$ cat config.mk
export PLATFORM = sky130hd
export DESIGN_NAME = rt_msg_seq
export DESIGN_NICKNAME = d
export VERILOG_FILES = /design/src/rtl/rt_msg_seq.sv
export SDC_FILE = /design/constraint.sdc
export NUM_CORES = 1
export LEC_CHECK = 0
export ABC_AREA = 0
export BUFFER_PORTS_ARGS = -buffer_cell sky130_fd_sc_hd__buf_2
export CAP_MARGIN = 10
export CORE_ASPECT_RATIO = 0.75
export CORE_MARGIN = 2
export CORE_UTILIZATION = 45
export DETAILED_ROUTE_END_ITERATION = 8
export HOLD_SLACK_MARGIN = 0.03
export MAX_ROUTING_LAYER = met4
export PLACE_DENSITY_LB_ADDON = 0.05
export SYNTH_ARGS = -nofsm -noshare
export SYNTH_HDL_FRONTEND = slang
export SYNTH_SLANG_ARGS = --single-unit
$ cat constraint.sdc
create_clock -name clk -period 2.1 [get_ports clk]
set_clock_uncertainty 0.2 [all_clocks]
set_input_delay 0.105 -clock clk [delete_from_list [all_inputs] [get_ports clk]]
set_output_delay 0.105 -clock clk [all_outputs]
set_load 0.05 [all_outputs]
$ cat src/rtl/rt_msg_seq.sv
module rt_msg_seq #(
  parameter int SAMPLE_DLY = 500,
  parameter int HS_TIMEOUT = 64,
  parameter int WORD_W     = 16
) (
  input  logic              clk,
  input  logic              rst_n,
  input  logic              cmd_stb,
  input  logic              cmd_tx,
  input  logic [4:0]        cmd_sa,
  input  logic [4:0]        cmd_wc,
  input  logic              busy_n,
  input  logic              illegal_n,
  input  logic              rx_word_stb,
  input  logic              rx_word_bad,
  input  logic [WORD_W-1:0] rx_data,
  input  logic              msg_end,
  output logic              dma_req,
  input  logic              dma_gnt,
  output logic              wr_stb,
  output logic [WORD_W-1:0] wr_data,
  output logic              rd_stb,
  input  logic [WORD_W-1:0] rd_data,
  output logic              tx_stb,
  output logic [WORD_W-1:0] tx_data,
  output logic              sts_send,
  output logic              sts_busy,
  output logic              sts_merr,
  output logic              sts_xerr,
  output logic              gbr_n
);
  localparam int DW = $clog2(SAMPLE_DLY + 1);
  localparam int HW = $clog2(HS_TIMEOUT + 1);

  typedef enum logic [2:0] {S_IDLE, S_DLY, S_RX, S_RXHS, S_TXHS, S_TXRD} st_t;

  st_t               st;
  logic [DW-1:0]     dly;
  logic [HW-1:0]     hs;
  logic [5:0]        wcnt, need;
  logic              is_tx, is_mode, bsy, ill, xerr;
  logic [1:0]        gbr_cnt;
  logic [WORD_W-1:0] hold;

  wire       mode_w = (cmd_sa == 5'd0) || (cmd_sa == 5'd31);
  wire [5:0] need_w = mode_w ? {5'd0, cmd_wc[4]} :
                      (cmd_wc == 5'd0) ? 6'd32 : {1'b0, cmd_wc};
  wire       last   = (wcnt + 6'd1) == need;
  wire       hs_to  = hs == HW'(HS_TIMEOUT - 1);

  assign dma_req  = (st == S_RXHS) || (st == S_TXHS);
  assign rd_stb   = st == S_TXRD;
  assign gbr_n    = gbr_cnt == 2'd0;
  assign sts_busy = bsy;
  assign sts_merr = ill;
  assign sts_xerr = xerr;

  always_ff @(posedge clk) begin
    if (!rst_n) begin
      st <= S_IDLE;  dly <= '0;  hs <= '0;  wcnt <= '0;  need <= '0;
      is_tx <= 1'b0; is_mode <= 1'b0; bsy <= 1'b0; ill <= 1'b0; xerr <= 1'b0;
      gbr_cnt <= '0; hold <= '0; wr_data <= '0; tx_data <= '0;
      wr_stb <= 1'b0; tx_stb <= 1'b0; sts_send <= 1'b0;
    end else begin
      wr_stb   <= 1'b0;
      tx_stb   <= 1'b0;
      sts_send <= 1'b0;
      if (gbr_cnt != 2'd0) gbr_cnt <= gbr_cnt - 2'd1;

      if (cmd_stb) begin
        st      <= S_DLY;
        dly     <= DW'(SAMPLE_DLY - 1);
        is_tx   <= cmd_tx;
        is_mode <= mode_w;
        need    <= need_w;
        wcnt    <= '0;
        xerr    <= 1'b0;
      end else begin
        case (st)
          S_DLY:
            if (dly != '0) dly <= dly - 1'b1;
            else begin
              bsy <= !busy_n;
              ill <= !illegal_n;
              hs  <= '0;
              if (is_tx) begin
                sts_send <= 1'b1;
                st <= (busy_n && illegal_n && need != 6'd0) ? S_TXHS : S_IDLE;
              end else st <= S_RX;
            end
          S_RX:
            if (rx_word_bad) st <= S_IDLE;
            else if (rx_word_stb) begin
              if (wcnt == need) st <= S_IDLE;
              else begin
                wcnt <= wcnt + 6'd1;
                hold <= rx_data;
                hs   <= '0;
                if (!ill) st <= S_RXHS;
              end
            end else if (msg_end) begin
              st <= S_IDLE;
              if (wcnt == need) begin
                sts_send <= 1'b1;
                if (!is_mode && !ill && !xerr) gbr_cnt <= 2'd2;
              end
            end
          S_RXHS:
            if (rx_word_bad) st <= S_IDLE;
            else if (dma_gnt) begin
              wr_stb  <= 1'b1;
              wr_data <= hold;
              st      <= S_RX;
            end else if (hs_to) begin
              xerr <= 1'b1;
              st   <= S_RX;
            end else hs <= hs + 1'b1;
          S_TXHS:
            if (dma_gnt) st <= S_TXRD;
            else if (hs_to) begin
              xerr <= 1'b1;
              wcnt <= wcnt + 6'd1;
              hs   <= '0;
              if (last) st <= S_IDLE;
            end else hs <= hs + 1'b1;
          S_TXRD: begin
            tx_stb  <= 1'b1;
            tx_data <= rd_data;
            wcnt    <= wcnt + 6'd1;
            hs      <= '0;
            st      <= last ? S_IDLE : S_TXHS;
          end
          default: st <= S_IDLE;
        endcase
      end
    end
  end
endmodule

==> reports/results.txt <==
PD cells - 639 nW/µm²
Clock Pin Slew Worst Setup and Hold Paths - 0.06 ns
# setup viols final - 13
leading area contributor after synthesis - dfxtp_1
Synth-to-Final Area Change - 44.6%
Least-Margin Pin Slew - 0.583 ns
vias in the first global route - 3617
Max-slew headroom - 60.9%
Design Power - 0.00380 W
CP required - 2.18 ns
Avg Cell Area, Syn - 8.67 µm²
# port buffers - 92
Post-Syn Area - 4120 µm²
drt first pass iters - 4
DR WL/cell - 13.8 µm
Ant. Diodes - 0
Final Max Slew Viols - 0
RD Place Congestion - 0.859
Post-synth EDFFs - 0
GRT Util Overall - 22.1%
YS warnings - 0
CP max stage cell - or4_4
Peak VDD IR - 523 µV
total number of vias - 3850
CP max FO - 5
ys flop type - dfxtp_1
core area - 8970 µm²
worst path cell trace - or4_4, o31ai_4, o211ai_1, a21oi_2, and3_1, o21a_1
status - finished with violations
DP Worst Slack - -0.122 ns
violated checks - negative setup slack
CTS root buffer - clkbuf_16
Residual DRC - 0
Seq/Total Area, Yosys - 43.3%
Bufs on Longest Clock Path - 2
synth top area cells - dfxtp_1 (43%), a21boi_0 (7.8%), nand2_1 (7.7%)
commonest non-fill, non-tap cell in the layout - buf_2
Die Height - 86.8 µm
layout cells sized above 1 - 30.5%
initial antenna violation count - 0
clock tree from TritonCTS - built
Setup crit end kind - flop
GR Overflow Total - 0
critical path type - reg2reg
Post-Synthesis Cells - 475
Worst Setup Start Kind - flop
# rows - 30
Post-Synthesis Net Count - 531
leakage - 2.39 nW
post-route setup slack - -0.112 ns
via/cell ratio - 5.01
Yosys cell types - 54
Worst-Skew Late Latency - 0.33 ns
Tmin final - 2.21 ns
most frequent cells in the layout - buf_2 (92), nand2_1 (83), dfxtp_1 (82)
global-route wire length before repair - 16700 µm
final wirelength - 10600 µm
total CTS buffers - 9
slowest stage delay, CP - 0.56 ns
Tightest Hold Check Type - in2reg
Detail Route Antenna Nets - 0
clock sinks - 89
# IOs - 93
Critical Path AT - 2.29 ns
die footprint - 9940 µm²
max_cap viols - 0
Starting Density - 45.9%
Initial DRC Count - 176
nets - 707
H-Tree Depth - 3
fin crit share - 105%
fmax - 452 MHz
largest net degree at the start of global routing - 43
unrepaired setup endpoints after global routing - true
DIE WIDTH - 114 µm
Async S/R FF share, synth - 0%
Final HPWL DP - 7110 µm
Final Hold Viols - 0
Yosys reg bits - 89
share of the synthesized area in the top cell type - 43.3%
[logic make-up after synthesis]
group	Yosys count	share of synthesized area (%)
compound gates	106	18.7
xor+xnor	19	4.04
mux	21	5.11
simple gates	198	23.8
flops	89	43.3
fa+ha+maj	5	1.46
buf+inv	37	3.62
[routing by layer]
layer,wire [µm],global-route usage (%),vias up
li1,-,-,1994
met2,4910,35.2,87
met1,5110,27.8,1757
met3,476,5.45,12
met4,119,6.65,0
met5,0,-,-
[stage by stage]
step	std cells	cell area, µm²	hold WS [ns]	util, %	setup TNS (ns)
6_report	768	5950	0.0461	66.4	-0.860
5_1_grt	768	5950	0.128	66.4	-2.77
4_1_cts	765	5860	0.0567	65.4	-0.795
3_5_place_dp	697	5010	0.163	55.8	-0.753
3_3_place_gp	697	5010	0.153	55.8	-0.403
2_1_floorplan	475	4170	0.0499	-	-0.0215
[worst max-delay path: cells and delay by family, from the launching register on]
| kind | cells | cell delay, ns |
|---|---|---|
| compound gates | 4 | 0.89 |
| simple gates | 2 | 0.75 |
| flops | 1 | 0.31 |
[report_power, final]
group / switching, W / total (W) / internal [W]
logic: 0.000178 / 0.000412 / 0.000235
clock network: 0.000655 / 0.00165 / 0.000995
registers: 0.0000265 / 0.00174 / 0.00171
[flip-flops by register name (all words and copies together) (netlist names), 2 cells and up]
signal   count
hold        16
gbr_cnt      2
tx_data     16
need         6
hs           7
st           3
wr_data     16
wcnt         6
dly          9
[cells in the mapped netlist, types with 4 or more instances]
cell type,n
nor2_1,24
nor2b_1,19
ha_1,4
nand2b_1,11
xnor2_1,15
nor3_1,9
inv_1,13
xor2_1,4
dfxtp_1,89
mux2i_1,21
a21boi_0,43
and2_1,6
nand3_1,16
a21oi_1,14
a211oi_1,4
nand2_1,84
a21o_1,4
o22ai_1,4
clkbuf_1,19
o21ai_0,9
o21a_1,8
[path summary, 6_finish.rpt]
check	depth (start not counted)	slack, ns	end	startpoint
setup / recovery	6	-0.11	hs[5]	dly[3]
hold / removal	3	0.05	is_mode	cmd_sa[3]
setup reg to reg	6	-0.11	hs[5]	dly[3]
hold reg to reg	1	0.24	gbr_cnt[0]	gbr_cnt[0]
[cell type report]
cell class	instances	area, µm²
Multi-Input combinational cell	350	2340
Tap cell	112	140
Fill cell	713	3020
Clock buffer	13	260
Clock inverter	3	47.5
Sequential cell	89	1790
Timing Repair Buffer	188	1330
Inverter	13	48.8
[timing repair]
item                                    CTS  global route
buffers inserted                          5             4
gates resized for setup                  13            22
hold endpoints to repair                 56             0
endpoints found under the setup margin   14            25
cloned                                    1             0
pin swaps                                13            13
hold buffers                             46             0
Power figures use the tool's default switching activity.
